## config.mk

```make
export PLATFORM = sky130hd
export DESIGN_NAME = rx_pkt_fifo
export DESIGN_NICKNAME = d
export VERILOG_FILES = /design/src/rtl/rx_pkt_fifo_pkg.sv /design/src/rtl/rx_pf_store.sv /design/src/rtl/rx_pf_count.sv /design/src/rtl/rx_pf_ctrl.sv /design/src/rtl/rx_pkt_fifo.sv
export SDC_FILE = /design/constraint.sdc
export NUM_CORES = 1
export LEC_CHECK = 0
export BUFFER_PORTS_ARGS = -buffer_cell sky130_fd_sc_hd__buf_4
export CAP_MARGIN = 20
export CORE_ASPECT_RATIO = 0.5
export CORE_MARGIN = 5
export CORE_UTILIZATION = 35
export DETAILED_ROUTE_END_ITERATION = 10
export PLACE_DENSITY_LB_ADDON = 0.25
export SETUP_SLACK_MARGIN = 0.1
export SLEW_MARGIN = 20
export SYNTH_ARGS = -nofsm -noshare
export SYNTH_HDL_FRONTEND = slang
export SYNTH_SLANG_ARGS = --single-unit
```

## constraint.sdc

```tcl
create_clock -name clk -period 6.1 [get_ports clk]
set_input_delay 1.22 -clock clk [delete_from_list [all_inputs] [get_ports clk]]
set_output_delay 1.22 -clock clk [all_outputs]
set_load 0.05 [all_outputs]
```

## src/rtl/rx_pkt_fifo_pkg.sv

```systemverilog
package rx_pkt_fifo_pkg;
  localparam int unsigned BYTE_W = 8;

  typedef enum logic [1:0] {
    ST_IDLE = 2'd0,
    ST_PEND = 2'd1,
    ST_PASS = 2'd2,
    ST_DROP = 2'd3
  } rx_state_e;

  typedef struct packed {
    logic              toss;
    logic              eof;
    logic [BYTE_W-1:0] data;
  } rx_word_t;

  localparam rx_word_t TERM_WORD = '{toss: 1'b1, eof: 1'b1, data: '0};
endpackage

```

## src/rtl/rx_pf_store.sv

```systemverilog
module rx_pf_store
  import rx_pkt_fifo_pkg::*;
#(
  parameter int unsigned DEPTH   = 16,
  parameter bit          ODD_PAR = 1'b0,
  localparam int unsigned AW     = $clog2(DEPTH)
) (
  input  logic          clk,
  input  logic          we,
  input  logic [AW-1:0] waddr,
  input  rx_word_t      wword,
  input  logic [AW-1:0] raddr,
  output rx_word_t      rword,
  output logic          rpar
);
  localparam int unsigned EW = $bits(rx_word_t) + 1;

  logic          wpar;
  logic [EW-1:0] mem [DEPTH];

  generate
    if (ODD_PAR) begin : g_odd
      assign wpar = ~(^wword.data);
    end else begin : g_even
      assign wpar = ^wword.data;
    end
  endgenerate

  always_ff @(posedge clk) begin
    if (we) mem[waddr] <= {wpar, wword};
  end

  assign rword = rx_word_t'(mem[raddr][EW-2:0]);
  assign rpar  = mem[raddr][EW-1];
endmodule

```

## src/rtl/rx_pf_count.sv

```systemverilog
module rx_pf_count #(
  parameter int unsigned CNT_W = 11
) (
  input  logic             clk,
  input  logic             rst_n,
  input  logic             sop,
  input  logic             inc,
  output logic [CNT_W-1:0] cnt
);
  localparam logic [CNT_W-1:0] CNT_MAX = '1;

  always_ff @(posedge clk) begin
    if (!rst_n)            cnt <= '0;
    else if (sop)          cnt <= inc ? CNT_W'(1) : '0;
    else if (inc && cnt != CNT_MAX) cnt <= cnt + CNT_W'(1);
  end

  // the count only moves downward when a new packet starts
  a_r3_count_monotonic: assert property (@(posedge clk) disable iff (!rst_n)
    !sop |=> cnt >= $past(cnt));
  // saturation holds the ceiling
  a_r3_count_saturates: assert property (@(posedge clk) disable iff (!rst_n)
    (!sop && cnt == CNT_MAX) |=> cnt == CNT_MAX);
endmodule

```

## src/rtl/rx_pf_ctrl.sv

```systemverilog
module rx_pf_ctrl
  import rx_pkt_fifo_pkg::*;
#(
  parameter int unsigned DEPTH = 16,
  localparam int unsigned AW   = $clog2(DEPTH),
  localparam int unsigned PW   = AW + 1
) (
  input  logic              clk,
  input  logic              rst_n,
  input  logic              in_valid,
  input  logic [BYTE_W-1:0] in_data,
  input  logic              in_last,
  input  logic              in_crc_err,
  input  logic              rx_err,
  input  logic              filt_valid,
  input  logic              filt_accept,
  input  logic              out_ready,
  output logic              in_ready,
  output logic              out_valid,
  output logic              we,
  output logic [AW-1:0]     wr_addr,
  output rx_word_t          wr_word,
  output logic [AW-1:0]     rd_addr,
  output logic              sop,
  output logic              byte_acc
);
  localparam logic [PW-1:0] FULL_LVL = PW'(DEPTH);
  localparam logic [PW-1:0] ONE      = PW'(1);

  rx_state_e     st_q, st_d, st_e;
  logic [PW-1:0] wr_q, wr_d, cm_q, cm_d, rd_q, pk_q, pk_e, wr_t;
  logic          term_q, term_d;
  logic          full, ovf, err, last_b, dec_acc, dec_rej, flush, term_go;

  assign full     = (wr_q - rd_q) == FULL_LVL;
  assign in_ready = !full && !term_q;
  assign ovf      = in_valid && !in_ready;
  assign err      = rx_err || ovf;
  assign last_b   = in_valid && in_last;
  assign sop      = (st_q == ST_IDLE) && in_valid;
  assign st_e     = sop ? ST_PEND : st_q;
  assign dec_acc  = filt_valid && filt_accept && (st_e == ST_PEND);
  assign dec_rej  = filt_valid && !filt_accept && (st_e == ST_PEND);
  assign term_go  = term_q && !full;
  assign wr_t     = term_go ? wr_q + ONE : wr_q;
  assign pk_e     = sop ? wr_t : pk_q;

  assign out_valid = cm_q != rd_q;
  assign rd_addr   = rd_q[AW-1:0];
  assign wr_addr   = wr_q[AW-1:0];

  always_comb begin
    st_d     = st_q;
    wr_d     = wr_q;
    cm_d     = cm_q;
    term_d   = term_q;
    we       = 1'b0;
    byte_acc = 1'b0;
    flush    = 1'b0;
    wr_word  = '{toss: in_last & in_crc_err, eof: in_last, data: in_data};
    if (term_go) begin
      we      = 1'b1;
      wr_word = TERM_WORD;
      wr_d    = wr_q + ONE;
      cm_d    = wr_q + ONE;
      term_d  = 1'b0;
    end
    unique case (st_e)
      ST_PEND: begin
        if (err || dec_rej) begin
          flush = 1'b1;
          wr_d  = pk_e;
          st_d  = last_b ? ST_IDLE : ST_DROP;
        end else begin
          st_d = ST_PEND;
          if (in_valid) begin
            we       = 1'b1;
            byte_acc = 1'b1;
            wr_d     = wr_q + ONE;
          end
          if (dec_acc) begin
            cm_d = wr_d;
            st_d = last_b ? ST_IDLE : ST_PASS;
          end else if (last_b) begin
            flush = 1'b1;
            wr_d  = pk_e;
            st_d  = ST_IDLE;
          end
        end
      end
      ST_PASS: begin
        if (err) begin
          st_d = last_b ? ST_IDLE : ST_DROP;
          if (!full) begin
            we      = 1'b1;
            wr_word = TERM_WORD;
            wr_d    = wr_q + ONE;
            cm_d    = wr_q + ONE;
          end else begin
            term_d = 1'b1;
          end
        end else if (in_valid) begin
          we       = 1'b1;
          byte_acc = 1'b1;
          wr_d     = wr_q + ONE;
          cm_d     = wr_q + ONE;
          if (in_last) st_d = ST_IDLE;
        end
      end
      ST_DROP: if (last_b) st_d = ST_IDLE;
      default: ;
    endcase
  end

  always_ff @(posedge clk) begin
    if (!rst_n) begin
      st_q   <= ST_IDLE;
      wr_q   <= '0;
      cm_q   <= '0;
      rd_q   <= '0;
      pk_q   <= '0;
      term_q <= 1'b0;
    end else begin
      st_q   <= st_d;
      wr_q   <= wr_d;
      cm_q   <= cm_d;
      term_q <= term_d;
      if (sop) pk_q <= pk_e;
      if (out_valid && out_ready) rd_q <= rd_q + ONE;
    end
  end

  // nothing is written into a full buffer
  a_r1_no_write_full: assert property (@(posedge clk) disable iff (!rst_n)
    full |-> !we);
  // while a verdict is pending the visible region ends at the packet start
  a_r4_pending_hidden: assert property (@(posedge clk) disable iff (!rst_n)
    (st_q == ST_PEND) |-> (cm_q == pk_q));
  // a flush leaves exactly the visible entries behind
  a_r5_flush_to_commit: assert property (@(posedge clk) disable iff (!rst_n)
    flush |=> (wr_q == cm_q));
  // a deferred terminator is written as soon as room appears
  a_r10_term_drains: assert property (@(posedge clk) disable iff (!rst_n)
    (term_q && !full) |=> !term_q);
  // a deferred terminator never coexists with an accepted packet in flight
  a_r10_term_not_passing: assert property (@(posedge clk) disable iff (!rst_n)
    term_q |-> (st_q != ST_PASS));
endmodule

```

## src/rtl/rx_pkt_fifo.sv

```systemverilog
module rx_pkt_fifo
  import rx_pkt_fifo_pkg::*;
#(
  parameter int unsigned DEPTH      = 16,
  parameter int unsigned CNT_W      = 11,
  parameter bit          ODD_PARITY = 1'b0,
  localparam int unsigned AW        = $clog2(DEPTH)
) (
  input  logic             clk,
  input  logic             rst_n,
  input  logic             in_valid,
  output logic             in_ready,
  input  logic [7:0]       in_data,
  input  logic             in_last,
  input  logic             in_crc_err,
  input  logic             rx_err,
  input  logic             filt_valid,
  input  logic             filt_accept,
  output logic             out_valid,
  input  logic             out_ready,
  output logic [7:0]       out_data,
  output logic             out_par,
  output logic             out_eof,
  output logic             out_toss,
  output logic [CNT_W-1:0] rx_byte_cnt
);
  logic          we, sop, byte_acc;
  logic [AW-1:0] wr_addr, rd_addr;
  rx_word_t      wr_word, rd_word;

  rx_pf_ctrl #(.DEPTH(DEPTH)) u_ctrl (
    .clk        (clk),
    .rst_n      (rst_n),
    .in_valid   (in_valid),
    .in_data    (in_data),
    .in_last    (in_last),
    .in_crc_err (in_crc_err),
    .rx_err     (rx_err),
    .filt_valid (filt_valid),
    .filt_accept(filt_accept),
    .out_ready  (out_ready),
    .in_ready   (in_ready),
    .out_valid  (out_valid),
    .we         (we),
    .wr_addr    (wr_addr),
    .wr_word    (wr_word),
    .rd_addr    (rd_addr),
    .sop        (sop),
    .byte_acc   (byte_acc)
  );

  rx_pf_store #(.DEPTH(DEPTH), .ODD_PAR(ODD_PARITY)) u_store (
    .clk  (clk),
    .we   (we),
    .waddr(wr_addr),
    .wword(wr_word),
    .raddr(rd_addr),
    .rword(rd_word),
    .rpar (out_par)
  );

  rx_pf_count #(.CNT_W(CNT_W)) u_count (
    .clk  (clk),
    .rst_n(rst_n),
    .sop  (sop),
    .inc  (byte_acc),
    .cnt  (rx_byte_cnt)
  );

  assign out_data = rd_word.data;
  assign out_eof  = rd_word.eof;
  assign out_toss = rd_word.toss;

  // parity presented with every visible entry matches its byte
  a_r2_out_parity: assert property (@(posedge clk) disable iff (!rst_n)
    out_valid |-> (out_par == ((^out_data) ^ ODD_PARITY)));
  // a discard mark only ever comes with an end mark
  a_r8_toss_with_eof: assert property (@(posedge clk) disable iff (!rst_n)
    (out_valid && out_toss) |-> out_eof);
  // an offered entry stays until taken
  a_r1_out_hold: assert property (@(posedge clk) disable iff (!rst_n)
    (out_valid && !out_ready) |=> (out_valid && $stable(out_data)));
endmodule

```

# --- After elaboration in Yosys (flattened, before gate mapping) ---
# Memories as Yosys holds them, arrays and structs flattened. A register that Yosys moved wholly into a read port is not among the register bits.
# Cells that the tools add are included.
totals:
  memories: 1
  wordCells: 96
  reg_bits: 34
  output_inout_bits: 24
  ramBits: 176
mem_list:
  columns: ["name", "depth", "width", "read_ports", "rd_ports_with_merged_regs", "wr", "line", "rtl"]
  rows:
  - ["u_store.mem", 16, 11, 1, 1, 1, "rx_pf_store.sv:19", "logic [EW-1:0] mem [DEPTH];"]
classes:
  reduce_logical: 22
  n_eq_ne: 9
  n_mux: 52
  bitwise_logic: 1
  n_addsub: 4
op_table:
  columns: ["operator", "n"]
  rows:
  - ["5-bit two-way mux", 14]
  - ["10-bit two-way mux", 4]
  - ["11-bit two-way mux", 2]
  - ["5-bit one-hot mux with 2 select lines", 2]
  - ["2-bit two-way mux", 9]
  - ["1-bit two-way mux", 16]
  - ["11-bit by 1-bit adder with 11-bit output, second input constant", 1]
  - ["1-bit logical AND", 11]
  - ["11-bit != test, second input constant", 1]
  - ["5-bit by 1-bit adder with 5-bit output, second input constant", 2]
  - ["4-bit two-way mux", 2]
  - ["8-bit parity", 1]
  - ["3-bit by 2-bit != test with 1-bit output, second input constant", 2]
  - ["2-bit one-hot mux with 3 select lines", 1]
  - ["5-bit equality test, second input constant", 1]
  - ["5-bit != test", 1]
  - ["5-bit subtractor", 1]
  - ["2-bit equality test, second input constant", 2]
  - ["1-bit logical NOT", 4]
  - ["1-bit one-hot mux with 2 select lines", 2]
  - ["4-bit AND reduction", 1]
  - ["3-bit nonzero test", 1]
  - ["2-bit by 1-bit equality test with 1-bit output, second input constant", 1]
  - ["2-bit logical NOT", 1]
  - ["other kinds (4)", 5]

# --- Depth between registers and ports, before layout ---
depth:
  depth_word: 13
  ltp_mapped: 12
  depth_no_buf: 9

# --- Cells and area by module ---
# A second synthesis with hierarchy kept.
hier_totals:
  cells_unflattened: 647
  hier_area_um2: 9544.2
by_module_without_submodules:
  columns: ["mod", "cells_per_inst", "seq_area_each_um2", "instances", "area_each_um2"]
  rows:
  - ["rx_pf_store", 301, 5285.1, 1, 6839.1]
  - ["rx_pf_ctrl", 281, 460.4, 1, 2152.1]
  - ["rx_pf_count", 65, 220.2, 1, 553.0]

# --- Least setup slack after synthesis ---
# No wires, ideal clock.
synth_path:
  kind: "input -> register"
  from: "input rx_err"
  to: "memory u_store.mem[3][0] (netlist name) (enable)"
  arrival_ps: 3258
  t_required_ps: 5707
  slack_ps: 2449
  path_buffers: 1
  stages: 6
  path_cell_list: "clkbuf_1 a21oi_1 o2111ai_1 a21oi_1 nand2_1 nor3_1"
synth_via:
  elab_chain_cells: 6
  word_cells_on_any_way: 7
  classes_between: "mux: 5; reduce/logical: 2"
synth_lines:
  columns: ["element", "line", "rtl"]
  rows:
  - ["from (decl)", "rx_pkt_fifo.sv:16", "input logic rx_err,"]
  - ["1-bit logical OR *", "rx_pf_ctrl.sv:38", "assign err = rx_err || ovf;"]
  - ["1-bit logical OR", "rx_pf_ctrl.sv:70", "if (err || dec_rej) begin"]
  - ["1-bit two-way mux", "rx_pf_ctrl.sv:70", null]
  - ["1-bit one-hot mux with 2 select lines *", "rx_pf_ctrl.sv:68", "unique case (st_e)"]
  - ["1-bit two-way mux *", "rx_pf_store.sv:30", "if (we) mem[waddr] <= {wpar, wword};"]
  - ["1-bit two-way mux (not written as such) *", "rx_pf_store.sv:30", null]
  - ["to (decl)", "rx_pf_store.sv:19", null]
# Mark *: on every way between the ends. The rest lies on a longest branch, timed or not.

==> results.toml <==
[synthesis]
netlist_area_sq_um = 9390
syn-mean-instance-area_sq_um = 15.0
async_reset_ff_share_pct = 0
ys_ff_latch = 214
synth_cell_type_count = 61
synth_top_area_share_pct = 56.3
yosysTopAreaCell = "edfxtp_1"
syn_inst = 628
ys.flop_type = "edfxtp_1"
ys_seq_area_share_pct = 64.4
post_synth_main_area_contributors = "edfxtp_1 (56%), mux4_2 (13%), dfxtp_1 (8.1%), nor2_1 (2.3%), xnor2_1 (1.9%)"
yosysMostFrequentCell = "edfxtp_1"
synthTopCellsByCount = "edfxtp_1 (176), nor2_1 (58), mux4_2 (55), dfxtp_1 (38), nand2_1 (32)"
synth-edff-count = 176
yosysWarnings = 0
syn-num-nets = 655

[sta]
skew_ns = 0.0145
post-route-period-util_pct = 70.0
hold_viol = 0
finalSetupViolCount = 0
max_freq_ghz = 0.234
min_period_ns = 4.27
maxSlewHeadroom_pct = 32.3
rsz0062_at_grt = "no"
worstMarginPinSlew_ns = 1.01
fin_setup_tns_ns = 0
drv_slew = 0

[worst_setup_path]
worstPathArrival_ns = 3.05
critPathCaptureType = "output port"
crit_chain = "buf_4 -> mux4_2 -> mux4_2 -> buf_4"
r2r-start = "u_ctrl.wr_q[3]"
critPathMaxFanout = 19
critical_path.startpoint_type = "flip-flop"
worstSetupPathType = "reg -> out"
critPathSlowestCell = "dfxtp_2"
slowest_delay_ns = 0.76
worst_ep_required_time_ns = 4.88

[die]
die-area_sq_um = 30400
start_util_pct = 35.5
fp-row-count = 42
die_y_um = 126
die_x_um = 242
core_sq_um = 26400
pin_count = 41

[power_and_ir_drop]
total_power_w = 0.00361
power.density_nw_per_um2 = 336
leakage_nw = 3.42
peakVddDrop_mv = 0.170

[route]
drt-initial-drc-count = 469
vias_per_cell = 5.44
first_pass_iters = 5
postRouteAntennaNets = 0
drc = 0
wire_per_inst_um = 22.3
wirelength_um = 22900
vias = 5587

[run_status]
outcome = "finished, final reports clean"

[layout]
final_nets = 687
syn2layout_area_growth_pct = 14.5
seq_area_sq_um = 6050
n_antenna_cell = 0
drive_gt1_share_pct = 21.6
multi_input_area_sq_um = 3180
fin_util_pct = 40.7
fillers = 2372

[cts]
cts_inserted_buffers = 21
clk_path_buf_depth = 3
cts_tree = "done"
cts_max_level = 1
cts_root_buffer = "clkbuf_16"
clk_latency_ns = 0.50
clk_pin_slew_ns = 0.07
cts_setup_buffers = 0
cts_resized = 0
clkSinkCount = 214
postCtsHoldBufs = 0

[placement]
hpwlAfterDp_um = 15400
globalplace.congestion = 0.835
port-buffer-count = 40

[global_route]
first_global_vias = 5541
track_usage_pct = 14.6
grt_overflow = 0
grt_pass1_wl_um = 34700
grt_max_degree = 45
antenna_found_initial = 1

[job]
maxCapViolCount = 0

[hold_path]
hp-start = "u_ctrl.pk_q[3]"
min_path_type = "reg -> reg"
==> registers in the layout (all words and copies together) (netlist names), named ones only <==
name / flops
u_count.cnt: 11
u_store.mem: 176
u_ctrl.st_q: 2
u_ctrl.rd_q: 5
u_ctrl.pk_q: 5
u_ctrl.cm_q: 5
u_ctrl.wr_q: 5
u_ctrl.term_q: 1
==> layer usage <==
| layer | wire, um | global-route usage [%] | part of all wire (%) | up-vias |
|---|---|---|---|---|
| met5 | 13 | 0 | 0.057 | - |
| met4 | 318 | 2.85 | 1.4 | 2 |
| met3 | 1630 | 3.60 | 7.1 | 23 |
| met2 | 10300 | 22.9 | 45 | 202 |
| met1 | 10600 | 21.1 | 46 | 2848 |
| li1 | - | - | - | 2512 |
==> kinds of logic after synthesis <==
family | after synthesis | synth area share [%]
flip-flops | 214 | 64.4
multiplexers | 61 | 13.8
adder cells (fa/ha/maj) | 10 | 1.33
AND/OR/NAND/NOR | 168 | 8.59
XOR/XNOR | 35 | 3.26
buffers and inverters | 49 | 2.14
AO/OA/AOI/OAI | 91 | 6.47
==> power breakdown <==
part	switching (W)	internal (W)	total [W]
clock	0.000560	0.000767	0.00133
sequential	0.0000586	0.00163	0.00169
combinational	0.000348	0.000245	0.000593
total	0.000967	0.00264	0.00361
==> placed cells by master, fill, tap and decap left out, types with 3 or more instances in the layout <==
| cell | count |
|---|---|
| dfxtp_1 | 36 |
| and2_1 | 11 |
| nand2_1 | 32 |
| nor3_2 | 4 |
| a32oi_1 | 3 |
| a31oi_1 | 6 |
| nor2_1 | 58 |
| a21oi_1 | 25 |
| buf_4 | 45 |
| clkbuf_1 | 3 |
| ha_1 | 10 |
| mux2i_1 | 5 |
| or3_1 | 4 |
| edfxtp_1 | 176 |
| nor3_1 | 8 |
| clkinv_1 | 4 |
| clkbuf_16 | 21 |
| o21ai_0 | 16 |
| mux4_2 | 55 |
| a21o_1 | 4 |
| inv_1 | 12 |
| bufinv_16 | 3 |
| nand4_1 | 9 |
| o22ai_1 | 3 |
| o311ai_0 | 3 |
| a211oi_1 | 3 |
| o221ai_1 | 3 |
| nand2b_1 | 5 |
| nor4_1 | 3 |
| xnor2_1 | 20 |
| xor2_1 | 15 |
| nand3_1 | 18 |
==> stage by stage <==
step	cell area (sq um)	hold slack [ns]	setup WS, ns	cells
2_1_floorplan	9390	0.444	2.45	628
3_3_place_gp	10100	0.468	1.92	989
3_5_place_dp	10100	0.486	1.83	989
4_1_cts	10700	0.502	1.74	1027
5_1_grt	10800	0.522	1.63	1027
6_report	10800	0.496	1.83	1027
==> area by class of cell <==
type	count	share of cell area [%]
Sequential cell	214	56.3
Clock inverter	14	1.50
Timing Repair Buffer	45	3.14
Multi-Input combinational cell	365	29.5
Clock buffer	24	4.99
Tap cell	352	4.10
Inverter	13	0.454
==> final timing paths <==
check | slack [ns] | to | cells after the start
setup / recovery | 1.83 | out_par | 4
hold / removal | 0.50 | u_ctrl.pk_q[3] | 2
setup reg to reg | 2.29 | u_store.mem[13][4] | 8
hold reg to reg | 0.50 | u_ctrl.pk_q[3] | 2
==> critical path: cells and delay by family, from the launching register on <==
family / cells / cell delay, ns
buffers and inverters: 2 / 0.66
muxes: 2 / 1.12
DFF: 1 / 0.76
Note: power is estimated with default switching activity, not from simulation.
